===== config.mk =====
export PLATFORM = sky130hd
export DESIGN_NAME = dir_home_ctrl
export DESIGN_NICKNAME = d
export VERILOG_FILES = /design/src/rtl/dir_pkg.sv /design/src/rtl/dir_store.sv /design/src/rtl/dir_decide.sv /design/src/rtl/dir_pend.sv /design/src/rtl/dir_home_ctrl.sv
export SDC_FILE = /design/constraint.sdc
export NUM_CORES = 1
export LEC_CHECK = 0
export BUFFER_PORTS_ARGS = -buffer_cell sky130_fd_sc_hd__buf_2
export CORE_MARGIN = 8
export CORE_UTILIZATION = 54
export DETAILED_ROUTE_END_ITERATION = 10
export PLACE_DENSITY = 0.76
export SLEW_MARGIN = 20
export SYNTH_ARGS = -nofsm -noshare
export SYNTH_HDL_FRONTEND = slang
export SYNTH_SLANG_ARGS = --single-unit

===== constraint.sdc =====
create_clock -name clk -period 3.8 [get_ports clk]
set_input_delay 0.76 -clock clk [delete_from_list [all_inputs] [get_ports clk]]
set_output_delay 0.76 -clock clk [all_outputs]
set_load 0.03 [all_outputs]

===== src/rtl/dir_pkg.sv =====
package dir_pkg;
  typedef enum logic [1:0] {
    ST_UNC = 2'd0,
    ST_SHR = 2'd1,
    ST_EXC = 2'd2
  } dstate_e;

  typedef enum logic [1:0] {
    RQ_READ  = 2'd0,
    RQ_WRITE = 2'd1,
    RQ_WBACK = 2'd2,
    RQ_NONE  = 2'd3
  } rkind_e;
endpackage


===== src/rtl/dir_store.sv =====
module dir_store
  import dir_pkg::*;
#(
  parameter int NPROC = 8,
  parameter int NBLK  = 4,
  localparam int BLKW = (NBLK > 1) ? $clog2(NBLK) : 1
) (
  input  logic             clk,
  input  logic             rst,
  input  logic [BLKW-1:0]  rd_blk,
  output dstate_e          rd_state,
  output logic [NPROC-1:0] rd_vec,
  input  logic             we,
  input  logic [BLKW-1:0]  wr_blk,
  input  dstate_e          wr_state,
  input  logic [NPROC-1:0] wr_vec
);
  dstate_e          st_q  [NBLK];
  logic [NPROC-1:0] vec_q [NBLK];

  always_ff @(posedge clk) begin
    if (rst) begin
      for (int i = 0; i < NBLK; i++) begin
        st_q[i]  <= ST_UNC;
        vec_q[i] <= '0;
      end
    end else if (we) begin
      st_q[wr_blk]  <= wr_state;
      vec_q[wr_blk] <= wr_vec;
    end
  end

  assign rd_state = st_q[rd_blk];
  assign rd_vec   = vec_q[rd_blk];


  excl_single_holder_chk: assert property (@(posedge clk) disable iff (rst)
    (we && wr_state == ST_EXC) |-> ($countones(wr_vec) == 1));

  unc_empty_vec_chk: assert property (@(posedge clk) disable iff (rst)
    (we && wr_state == ST_UNC) |-> (wr_vec == '0));

  shr_has_holder_chk: assert property (@(posedge clk) disable iff (rst)
    (we && wr_state == ST_SHR) |-> (wr_vec != '0));
endmodule


===== src/rtl/dir_decide.sv =====
module dir_decide
  import dir_pkg::*;
#(
  parameter int NPROC = 8,
  localparam int PIDW = (NPROC > 1) ? $clog2(NPROC) : 1
) (
  input  logic [1:0]       kind,
  input  logic [PIDW-1:0]  src,
  input  dstate_e          cur_st,
  input  logic [NPROC-1:0] cur_vec,
  output logic             upd,
  output dstate_e          nst,
  output logic [NPROC-1:0] nvec,
  output logic             grant,
  output logic             gexcl,
  output logic             inv,
  output logic [NPROC-1:0] inv_mask,
  output logic             fetch,
  output logic [PIDW-1:0]  owner
);
  logic [NPROC-1:0] sel;
  logic [NPROC-1:0] others;

  always_comb begin
    sel      = NPROC'(1) << src;
    others   = cur_vec & ~sel;
    owner    = '0;
    for (int i = 0; i < NPROC; i++)
      if (cur_vec[i]) owner = PIDW'(i);
    upd      = 1'b0;
    nst      = cur_st;
    nvec     = cur_vec;
    grant    = 1'b0;
    gexcl    = 1'b0;
    inv      = 1'b0;
    inv_mask = '0;
    fetch    = 1'b0;
    case (rkind_e'(kind))
      RQ_READ: begin
        if (cur_st == ST_EXC && others != '0) begin
          fetch = 1'b1;
        end else if (cur_st == ST_EXC) begin
          grant = 1'b1;
          gexcl = 1'b1;
        end else begin
          upd   = 1'b1;
          nst   = ST_SHR;
          nvec  = cur_vec | sel;
          grant = 1'b1;
        end
      end
      RQ_WRITE: begin
        if (others != '0) begin
          inv      = 1'b1;
          inv_mask = others;
        end else begin
          upd   = 1'b1;
          nst   = ST_EXC;
          nvec  = sel;
          grant = 1'b1;
          gexcl = 1'b1;
        end
      end
      RQ_WBACK: begin
        if (cur_st == ST_EXC && cur_vec == sel) begin
          upd  = 1'b1;
          nst  = ST_UNC;
          nvec = '0;
        end
      end
      default: ;
    endcase
  end
endmodule


===== src/rtl/dir_pend.sv =====
module dir_pend #(
  parameter int NPROC = 8,
  parameter int NBLK  = 4,
  localparam int PIDW = (NPROC > 1) ? $clog2(NPROC) : 1,
  localparam int BLKW = (NBLK > 1) ? $clog2(NBLK) : 1
) (
  input  logic             clk,
  input  logic             rst,
  input  logic             start,
  input  logic             start_fetch,
  input  logic [NPROC-1:0] start_mask,
  input  logic [BLKW-1:0]  start_blk,
  input  logic [PIDW-1:0]  start_src,
  input  logic             ack_valid,
  input  logic [PIDW-1:0]  ack_src,
  output logic             busy,
  output logic             done,
  output logic             d_fetch,
  output logic [NPROC-1:0] d_omask,
  output logic [BLKW-1:0]  d_blk,
  output logic [PIDW-1:0]  d_src
);
  logic [NPROC-1:0] pmask;
  logic [NPROC-1:0] rem;
  logic             ack_hit;

  assign ack_hit = busy && ack_valid && pmask[ack_src];
  assign rem     = pmask & ~(NPROC'(1) << ack_src);
  assign done    = ack_hit && (rem == '0);

  always_ff @(posedge clk) begin
    if (rst) begin
      busy    <= 1'b0;
      pmask   <= '0;
      d_fetch <= 1'b0;
      d_omask <= '0;
      d_blk   <= '0;
      d_src   <= '0;
    end else if (start) begin
      busy    <= 1'b1;
      pmask   <= start_mask;
      d_fetch <= start_fetch;
      d_omask <= start_mask;
      d_blk   <= start_blk;
      d_src   <= start_src;
    end else if (ack_hit) begin
      pmask <= rem;
      if (rem == '0) busy <= 1'b0;
    end
  end


  pend_mask_live_chk: assert property (@(posedge clk) disable iff (rst)
    busy |-> (pmask != '0));

  pend_mask_hold_chk: assert property (@(posedge clk) disable iff (rst)
    (busy && !ack_valid) |=> $stable(pmask));

  pend_idle_hold_chk: assert property (@(posedge clk) disable iff (rst)
    (!busy && !start) |=> !busy);
endmodule


===== src/rtl/dir_home_ctrl.sv =====
module dir_home_ctrl
  import dir_pkg::*;
#(
  parameter int NPROC = 8,
  parameter int NBLK  = 4,
  localparam int PIDW = (NPROC > 1) ? $clog2(NPROC) : 1,
  localparam int BLKW = (NBLK > 1) ? $clog2(NBLK) : 1
) (
  input  logic             clk,
  input  logic             rst,
  input  logic             req_valid,
  output logic             req_ready,
  input  logic [1:0]       req_kind,
  input  logic [PIDW-1:0]  req_src,
  input  logic [BLKW-1:0]  req_blk,
  input  logic             ack_valid,
  input  logic [PIDW-1:0]  ack_src,
  output logic             inv_valid,
  output logic [NPROC-1:0] inv_mask,
  output logic [BLKW-1:0]  inv_blk,
  output logic             fetch_valid,
  output logic [PIDW-1:0]  fetch_dst,
  output logic [BLKW-1:0]  fetch_blk,
  output logic             grant_valid,
  output logic [PIDW-1:0]  grant_dst,
  output logic [BLKW-1:0]  grant_blk,
  output logic             grant_excl
);
  dstate_e          cur_st, nst, wr_state;
  logic [NPROC-1:0] cur_vec, nvec, wr_vec, imask_c, d_omask;
  logic             upd, grant_c, gexcl_c, inv_c, fetch_c;
  logic [PIDW-1:0]  owner_c, d_src;
  logic             busy, done, d_fetch, accept, we;
  logic [BLKW-1:0]  d_blk, wr_blk;

  assign req_ready = !busy;
  assign accept    = req_valid && !busy;

  dir_store #(.NPROC(NPROC), .NBLK(NBLK)) store_i (
    .clk(clk), .rst(rst), .rd_blk(req_blk), .rd_state(cur_st), .rd_vec(cur_vec),
    .we(we), .wr_blk(wr_blk), .wr_state(wr_state), .wr_vec(wr_vec)
  );

  dir_decide #(.NPROC(NPROC)) decide_i (
    .kind(req_kind), .src(req_src), .cur_st(cur_st), .cur_vec(cur_vec),
    .upd(upd), .nst(nst), .nvec(nvec), .grant(grant_c), .gexcl(gexcl_c),
    .inv(inv_c), .inv_mask(imask_c), .fetch(fetch_c), .owner(owner_c)
  );

  dir_pend #(.NPROC(NPROC), .NBLK(NBLK)) pend_i (
    .clk(clk), .rst(rst), .start(accept && (inv_c || fetch_c)),
    .start_fetch(fetch_c), .start_mask(fetch_c ? cur_vec : imask_c),
    .start_blk(req_blk), .start_src(req_src),
    .ack_valid(ack_valid), .ack_src(ack_src),
    .busy(busy), .done(done), .d_fetch(d_fetch), .d_omask(d_omask),
    .d_blk(d_blk), .d_src(d_src)
  );

  always_comb begin
    we       = (accept && upd) || done;
    wr_blk   = done ? d_blk : req_blk;
    wr_state = nst;
    wr_vec   = nvec;
    if (done) begin
      wr_state = d_fetch ? ST_SHR : ST_EXC;
      wr_vec   = (NPROC'(1) << d_src) | (d_fetch ? d_omask : '0);
    end
  end

  always_ff @(posedge clk) begin
    if (rst) begin
      inv_valid   <= 1'b0;
      inv_mask    <= '0;
      inv_blk     <= '0;
      fetch_valid <= 1'b0;
      fetch_dst   <= '0;
      fetch_blk   <= '0;
      grant_valid <= 1'b0;
      grant_dst   <= '0;
      grant_blk   <= '0;
      grant_excl  <= 1'b0;
    end else begin
      inv_valid   <= accept && inv_c;
      inv_mask    <= imask_c;
      inv_blk     <= req_blk;
      fetch_valid <= accept && fetch_c;
      fetch_dst   <= owner_c;
      fetch_blk   <= req_blk;
      grant_valid <= (accept && grant_c) || done;
      grant_dst   <= done ? d_src : req_src;
      grant_blk   <= done ? d_blk : req_blk;
      grant_excl  <= done ? !d_fetch : gexcl_c;
    end
  end


  inv_nonempty_chk: assert property (@(posedge clk) disable iff (rst)
    inv_valid |-> (inv_mask != '0));

  inv_stalls_chk: assert property (@(posedge clk) disable iff (rst)
    inv_valid |-> !req_ready);

  fetch_stalls_chk: assert property (@(posedge clk) disable iff (rst)
    fetch_valid |-> (!req_ready && !grant_valid));

  inv_no_grant_chk: assert property (@(posedge clk) disable iff (rst)
    inv_valid |-> !grant_valid);
endmodule


After elaboration in Yosys (flattened, before gate mapping)
Memories as Yosys holds them, arrays and structs flattened.
Cells that the tools add are included.
{"block": "totals", "elab_cells": 114, "ff_bits": 45, "mem_count": 2, "input_bits": 14, "ram_bits": 40, "out_inout_bits": 25}
{"name": "store_i.vec_q", "words": 4, "word_bits": 8, "read_ports": 1, "rd_clocked_by_memory_dff": 0, "write_ports": 4, "line": "dir_store.sv:19", "rtl": "logic [NPROC-1:0] vec_q [NBLK];"}
{"name": "store_i.st_q", "words": 4, "word_bits": 2, "read_ports": 1, "rd_clocked_by_memory_dff": 0, "write_ports": 4, "line": "dir_store.sv:18", "rtl": "dstate_e st_q [NBLK];"}
{"block": "classes", "shift": 3, "eq_ne": 4, "reduce_logical": 24, "mux": 59, "n_bitwise": 6, "order_cmp": 1}
{"cell": "$mux W8", "count": 12}
{"cell": "$mux W1", "count": 24}
{"cell": "$mux W2", "count": 12}
{"cell": "$pmux W8 S3", "count": 1}
{"cell": "$shl A1 B3 Y8 const A", "count": 3}
{"cell": "$and A8 B8 Y8", "count": 2}
{"cell": "$not A8 Y8", "count": 2}
{"cell": "$or A8 B8 Y8", "count": 2}
{"cell": "$mux W3", "count": 5}
{"cell": "$logic_and A1 B1 Y1", "count": 11}
{"cell": "$eq A8 B8 Y1", "count": 1}
{"cell": "$logic_not A8 Y1", "count": 1}
{"cell": "$reduce_bool A8 Y1", "count": 1}
{"cell": "$reduce_or A8 Y1", "count": 1}
{"cell": "$pmux W2 S3", "count": 1}
{"cell": "$eq A2 B2 Y1 const B", "count": 2}
{"cell": "$lt A3 B4 Y1 const B", "count": 1}
{"cell": "$pmux W1 S2", "count": 2}
{"cell": "$reduce_bool A2 Y1", "count": 2}
{"cell": "$bmux W1 S3", "count": 1}
{"cell": "$logic_or A1 B1 Y1", "count": 3}
{"cell": "$pmux W1 S3", "count": 1}
{"cell": "$eq A2 B1 Y1 const B", "count": 1}
{"cell": "$logic_not A1 Y1", "count": 2}
{"cell": "3 further kinds", "count": 3}

Longest topological paths before layout
Gate-level depths: netlist (run 1).
{"block": "logic_depth", "ltp_word": 14, "ltp_mapped": 13, "mapped_depth_nobuf": 9}

Hierarchy
From an unflattened synthesis (run 1), not the netlist that was laid out.
{"block": "unflattened", "hier_cells": 428, "area_unflattened_um2": 4579.4}
{"mod": "dir_store", "seq_area_each_um2": 1201.2, "cells_each": 102, "area_per_inst_um2": 1798.0, "n_inst": 1}
{"mod": "dir_pend", "seq_area_each_um2": 460.4, "cells_each": 118, "area_per_inst_um2": 1041.0, "n_inst": 1}
{"mod": "dir_home_ctrl", "seq_area_each_um2": 440.4, "cells_each": 110, "area_per_inst_um2": 1001.0, "n_inst": 1}
{"mod": "dir_decide", "seq_area_each_um2": 0.0, "cells_each": 98, "area_per_inst_um2": 739.5, "n_inst": 1}

Worst setup path after synthesis (run 1)
No wires, ideal clock.
{"block": "synth_path", "kind": "input-to-reg", "from": "in req_blk[0]", "to": "mem store_i.st_q[2][0] (netlist name), enable pin", "arrival_ps": 3804, "t_required_ps": 3464, "cell_stages": 11, "setup_time_ps": 336, "setup_slack_ps": -340, "path_buffers": 3, "path_cell_list": "buf_6 clkbuf_1 mux4_2 ha_1 or4_1 clkbuf_1 nor2_1 nand3_1 a21oi_1 or2_2 a21o_1"}
{"element": "start, declared", "line": "dir_home_ctrl.sv:15", "rtl": "input logic [BLKW-1:0] req_blk,"}
{"element": "end, declared", "line": "dir_store.sv:18"}

==> flow_metrics.py, run 1 <==
metrics = {
    "sta": {
        "finalCritPeriodShare_pct": 94.1,
        "slew_headroom_pct": 30.9,
        "timing.final.crit_period_ns": 3.57,
        "drv_slew": 0,
        "grt_setup_unrepaired": "no",
        "max_freq_mhz": 280,
        "finClkSkew_ns": 0.0170,
        "setup_viol": 0,
        "worstMarginPinSlew_ns": 1.03,
        "finalHoldViolations": 0,
        "tns_ns": 0,
    },
    "clocking": {
        "holdBufCountCts": 0,
        "cts_tree": "built",
        "cts_setup_buffers": 0,
        "h-tree-depth": 3,
        "cts_inserted_buffers": 9,
        "clockBufferDepth": 2,
        "clock-sinks": 85,
        "cts.clk_slew.worst_paths_ns": 0.08,
        "cts_resized": 0,
        "clk-insertion-delay-late_ns": 0.36,
        "clock-root-buffer": "clkbuf_8",
    },
    "synth": {
        "synth.yosys.warnings": 0,
        "synthCells": 463,
        "synth.avg_cell_area_um2": 10.0,
        "yosys.area_share.simple_pct": 20.7,
        "synth_fa_ha_area_share_pct": 4.32,
        "synth_edf_count": 40,
        "yosysSeqAreaShare_pct": 45.3,
        "ys_types": 60,
        "ys_ff_latch": 85,
        "synth_compound_area_share_pct": 16.2,
        "syn-cell-area_um2": 4640,
        "synthMuxAreaShare_pct": 7.09,
        "synth_fp_nets": 493,
        "synthArstFlopShare_pct": 0,
        "synthXorXnorAreaFrac_pct": 0,
        "synth_top_family_by_area": "simple AND/OR/NAND/NOR gates",
        "ys.flop_type": "dfxtp_1",
    },
    "setup_path": {
        "critPathArrivalTime_ns": 3.60,
        "critical-path-max-stage-delay_ns": 0.53,
        "path_max_fanout": 12,
        "slowest_stage": "mux4_2",
        "worstSetupEndpointType": "flip-flop",
        "timing.rr.end": "store_i.vec_q[0][0]",
        "reg2reg_depth": 10,
        "worst_ep_required_time_ns": 3.83,
        "crit_path_cell_trace": "buf_2, buf_12, mux4_2, buf_4, inv_1, ha_1, nor4_1, nand4_1, mux2_4, a21oi_1, or2_2, a21o_2",
        "crit_buf_inv": 4,
        "start_kind": "primary input",
        "rrSetupSlack_ns": 0.51,
        "critical_path_class": "primary input to flip-flop",
        "r2r-start": "store_i.vec_q[2][5]",
        "crit_family": "multiplexers",
    },
    "cells_and_area": {
        "layout.cells.most_common": "dfxtp_1",
        "final_area_um2": 5330,
        "area_growth_syn_to_layout_pct": 15.0,
        "fill_cells": 722,
        "diodes": 0,
        "drive_gt1_share_pct": 27.0,
        "final_cell_mix": "dfxtp_1 (45), buf_4 (44), a21oi_1 (43)",
        "register_area_um2": 2100,
        "nets": 550,
        "multiInputGateArea_um2": 2260,
        "stdcell_count": 633,
    },
    "pwr": {
        "powerDensity_nw_per_um2": 372,
        "ir_worst_vdd_mv": 0.246,
        "p_leak_nw": 2.08,
    },
    "run_status": {
        "status": "complete, no violations",
    },
    "place": {
        "dp_cells": 617,
        "placed_area_um2": 5160,
        "port_buffers": 38,
        "hpwl_um": 9050,
        "place.gp.congestion": 0.966,
    },
    "floorplanning": {
        "dieArea_um2": 11800,
        "die_h_um": 109,
        "initial_core_util_pct": 54.5,
        "design.core.area_um2": 8510,
        "rows": 34,
        "fp.dieW_um": 109,
        "io_pins": 39,
    },
    "grt": {
        "grt_max_degree": 31,
        "grt_pass1_wl_um": 19600,
        "grt_overflow": 0,
        "antenna_found_initial": 0,
        "grt_pass1_vias": 3827,
        "grtUsageTotal_pct": 21.2,
    },
    "route": {
        "drt_wl_total_um": 12200,
        "wl_per_cell_um": 19.3,
        "via_per_inst": 6.21,
        "drc": 0,
        "via_count": 3931,
        "first_iter_violations": 289,
        "ant_nets": 0,
        "first_pass_iters": 5,
    },
    "min_path": {
        "hp-start": "pend_i.d_omask[2]",
        "hold_class": "flip-flop to flip-flop",
        "holdPathEnd": "pend_i.d_omask[2]",
        "hold_depth": 2,
    },
    "run": {
        "drv_cap": 0,
    },
}
[metrics by stage]
step | total power, mW | hold slack [ns] | util [%] | setup slack, ns
after floorplan | 1.27 | 0.436 | - | 0.0179
after global placement | 1.40 | 0.453 | 60.7 | -0.0742
after detailed placement | 1.41 | 0.454 | 60.7 | -0.104
after CTS | 1.99 | 0.471 | 62.7 | 0.257
after global routing | 2.06 | 0.499 | 62.7 | 0.0641
final | 1.98 | 0.471 | 62.7 | 0.226
[cell families (layout without fill, tap and decap cells)]
group           after synthesis  in the layout
fa+ha+maj                    16             16
compound gates              104            104
flops                        85             85
mux                          17             17
simple gates                181            181
buf+inv                      60            122
[layout make-up]
| class | count | share of cell area [%] |
|---|---|---|
| clock buffers | 9 | 2.32 |
| repair buffers | 85 | 10.9 |
| inverters | 21 | 1.48 |
| well taps | 108 | 2.53 |
| flip-flops and latches | 85 | 39.4 |
| clock inverters | 7 | 0.915 |
| multi-input cells | 318 | 42.5 |
[routing by layer]
layer  wire length [um]  share of wire, %  global-route usage [%]  vias up
met4                495               4.0                    11.9        0
met1               4870                40                    26.3     1830
met5                  0                 0                       0        -
met3                946               7.7                    4.08       56
met2               5920                48                    34.2      213
li1                   -                 -                       -     1832
[sequential cells by signal, indices dropped and copies added, names as in the netlist]
signal	cells
pend_i.pmask	8
grant_valid	1
grant_excl	1
pend_i.d_omask	8
pend_i.busy	1
grant_blk	2
store_i.vec_q	32
inv_mask	8
pend_i.d_src	3
grant_dst	3
pend_i.d_blk	2
fetch_dst	3
fetch_blk	2
fetch_valid	1
pend_i.d_fetch	1
inv_valid	1
store_i.st_q	8
[synthesized netlist by cell type (9+ instances only)]
library cell / n / area (um^2)
a21oi_1: 43 / 215
a22o_1: 9 / 78.8
and3_1: 9 / 56.3
clkbuf_1: 19 / 71.3
dfxtp_1: 45 / 901
edfxtp_1: 40 / 1200
ha_1: 16 / 200
inv_1: 21 / 78.8
mux4_2: 11 / 248
nand2_1: 37 / 139
nor2_1: 39 / 146
nor3_1: 35 / 175
[report_power, final]
part	internal, mW	switching, mW
registers	0.992	0.0153
logic	0.157	0.234
clock network	0.239	0.347
total	1.39	0.596
[worst max-delay path by stage]
stage	to	cells after the start	startpoint
floorplan	store_i.st_q[0][0]	11	req_blk[0]
global placement	store_i.vec_q[2][3]	12	req_blk[0]
detailed placement	store_i.st_q[3][1]	12	req_blk[0]
CTS	store_i.vec_q[3][4]	12	req_blk[0]
global route	store_i.vec_q[3][4]	12	req_blk[0]
finish	store_i.vec_q[0][0]	12	req_blk[0]
[tightest hold or removal path: stages, from the launching register on]
cell,delay (ns)
dfxtp_1,0.32
nand2_1,0.05
a21oi_1,0.05
No activity file was read; power rests on OpenSTA's default activity.
==> run 2: changes to the inputs <==
Settings changed: CTS_CLUSTER_SIZE set to 28, SYNTH_HIERARCHICAL set to 1.
==> run 2 against run 1 <==
Compared with the run above:
- critical path depth grew 1
- cell count down 6.3%
- sequential power barely moved
- total power hardly changed
- highest routed layer unchanged
==> flow_metrics.py, run 2 <==
metrics = {
    "run_status": {
        "status": "complete, no violations",
    },
    "synth": {
        "yosys.area.top_type": "edfxtp_1",
        "ys_ff_latch": 85,
        "synth_most_common_cell": "and2_1",
        "ys.flop_type": "dfxtp_1",
        "synth_edf_count": 40,
        "yosysSeqAreaShare_pct": 45.9,
        "synth_commonest_cells": "and2_1 (49), dfxtp_1 (45), edfxtp_1 (40)",
        "syn-cell-area_um2": 4580,
        "ys_top_cells_by_area": "edfxtp_1 (26%), dfxtp_1 (20%), and2_1 (6.7%)",
        "synthCells": 428,
        "ys_types": 61,
        "synth_fp_nets": 458,
        "netlist.area_leader.share_pct": 26.2,
        "synth.avg_cell_area_um2": 10.7,
        "synthArstFlopShare_pct": 0,
        "synth.yosys.warnings": 6,
    },
    "grt": {
        "grt_max_degree": 54,
        "grtUsageTotal_pct": 20.0,
        "antenna_found_initial": 0,
        "grt_pass1_wl_um": 17700,
        "grt_overflow": 0,
        "grt_pass1_vias": 3311,
    },
    "setup_path": {
        "worstSetupEndpointType": "flip-flop",
        "start_kind": "primary input",
        "reg2reg_depth": 12,
        "r2r-start": "store_i/vec_q[2][0]",
        "path_max_fanout": 12,
        "critPathArrivalTime_ns": 3.79,
        "timing.rr.end": "store_i/vec_q[0][3]",
        "critical_path_class": "primary input to flip-flop",
        "rrSetupSlack_ns": 0.60,
        "worst_ep_required_time_ns": 4.02,
    },
    "route": {
        "drc": 0,
        "via_count": 3428,
        "via_per_inst": 5.78,
        "first_pass_iters": 4,
        "first_iter_violations": 314,
        "wl_per_cell_um": 18.9,
        "ant_nets": 0,
        "drt_wl_total_um": 11200,
    },
    "min_path": {
        "hp-start": "pend_i/d_omask[5]",
        "hold_depth": 2,
        "holdPathEnd": "pend_i/d_omask[5]",
        "hold_class": "flip-flop to flip-flop",
    },
    "cells_and_area": {
        "top_register": "store_i/vec_q",
        "largest_reg_flops": 32,
        "area_growth_syn_to_layout_pct": 14.2,
        "nets": 513,
        "drive_gt1_share_pct": 25.0,
        "register_area_um2": 2100,
        "final_area_um2": 5230,
        "stdcell_count": 593,
        "multiInputGateArea_um2": 2300,
        "final_cell_mix": "and2_1 (49), dfxtp_1 (45), edfxtp_1 (40)",
        "layout.cells.most_common": "and2_1",
        "fill_cells": 650,
        "diodes": 0,
    },
    "place": {
        "placed_area_um2": 5020,
        "port_buffers": 38,
        "dp_cells": 577,
        "place.gp.congestion": 0.913,
        "hpwl_um": 8610,
    },
    "sta": {
        "setup_viol": 0,
        "max_freq_mhz": 281,
        "drv_slew": 0,
        "slew_headroom_pct": 59.4,
        "grt_setup_unrepaired": "no",
        "finClkSkew_ns": 0.00837,
        "finalCritPeriodShare_pct": 93.7,
        "timing.final.crit_period_ns": 3.56,
        "worstMarginPinSlew_ns": 0.607,
        "finalHoldViolations": 0,
    },
    "floorplanning": {
        "design.core.area_um2": 8220,
        "io_pins": 39,
        "rows": 33,
        "fp.dieW_um": 108,
        "die_h_um": 108,
        "initial_core_util_pct": 55.7,
        "dieArea_um2": 11700,
    },
    "clocking": {
        "clockBufferDepth": 2,
        "cts_inserted_buffers": 9,
        "holdBufCountCts": 0,
        "h-tree-depth": 3,
        "clock-root-buffer": "clkbuf_8",
        "cts.clk_slew.worst_paths_ns": 0.09,
        "cts_resized": 0,
        "clk-insertion-delay-late_ns": 0.36,
        "cts_setup_buffers": 0,
        "cts_tree": "built",
        "clock-sinks": 85,
    },
    "pwr": {
        "ir_worst_vdd_mv": 0.194,
        "p_leak_nw": 2.01,
        "powerDensity_nw_per_um2": 380,
    },
    "run": {
        "drv_cap": 0,
    },
}
==> run 2: changes by cell type after synthesis, sizes merged, moves of 6 or more <==
cell    change
and2       +49
nor3       -35
a21oi      -18
nor2b      +12
clkbuf     -11
mux2       +10
a22o        -9
a31o        +9
and3        -9
nor2        -9
nand2       -7
a311oi      -6
==> run 2: logic make-up (layout without fill, tap and decap cells) <==
group / count (synthesis) / after routing / share of synthesized area, %
muxes: 32 / 32 / 10.4
DFF: 85 / 85 / 45.9
adders and majority gates: 16 / 16 / 4.37
AOI/OAI and AO/OA: 76 / 76 / 11.0
buffers and inverters: 39 / 99 / 4.23
and+or+nand+nor: 180 / 180 / 24.1
==> run 2: per-stage QoR <==
stage          setup TNS [ns]  hold slack (ns)  power, mW  worst slack, ns  utilization [%]
2_1_floorplan               0            0.445       1.24           0.0140                -
3_3_place_gp           -0.246            0.452       1.37          -0.0121             61.1
3_5_place_dp            -4.23            0.459       1.37           -0.105             61.1
4_1_cts                     0            0.473       2.00            0.256             63.6
5_1_grt                     0            0.489       2.07           0.0223             63.6
6_report                    0            0.472       1.99            0.239             63.6
==> run 2: cell type report <==
| type | count | area share, % |
|---|---|---|
| clock buffer | 11 | 3.33 |
| clock inverter | 5 | 0.574 |
| inverter | 16 | 1.15 |
| multi-input combinational | 304 | 43.9 |
| sequential | 85 | 40.2 |
| tap | 105 | 2.51 |
| timing repair buffer | 67 | 8.28 |
==> run 2: critical path: stages <==
cell and delay, ns:
buf_2 0.30, mux4_2 0.60, inv_1 0.10, ha_1 0.23, nor4_1 0.39, nand4b_1 0.18
and2_4 0.21, nand2_1 0.05, inv_1 0.05, o21ai_1 0.15, buf_4 0.17, nor4b_4 0.38
and2_1 0.20
==> run 2: power breakdown <==
group          internal (mW)  switching [mW]  total [mW]
registers              0.992          0.0182        1.01
clock network          0.314           0.319       0.633
logic                  0.139           0.203       0.342
total                   1.44           0.541        1.99
==> run 2: how the worst max path moves through the flow <==
stage | startpoint | endpoint | slack (ns) | depth (start not counted)
global route | req_blk[0] | store_i/vec_q[0][7] | 0.02 | 13
global placement | req_blk[0] | store_i/vec_q[3][0] | -0.01 | 12
finish | req_blk[0] | store_i/vec_q[0][3] | 0.24 | 13
CTS | req_blk[0] | store_i/vec_q[0][3] | 0.26 | 13
floorplan | req_blk[0] | store_i/st_q[0][0] | 0.01 | 13
detailed placement | req_blk[0] | store_i/vec_q[0][3] | -0.10 | 13
==> run 2: routing by layer <==
metal | global-route usage, % | routed length (um)
met2 | 31.0 | 5340
met3 | 4.16 | 770
met4 | 10.6 | 327
met5 | 0 | 0
met1 | 25.7 | 4780
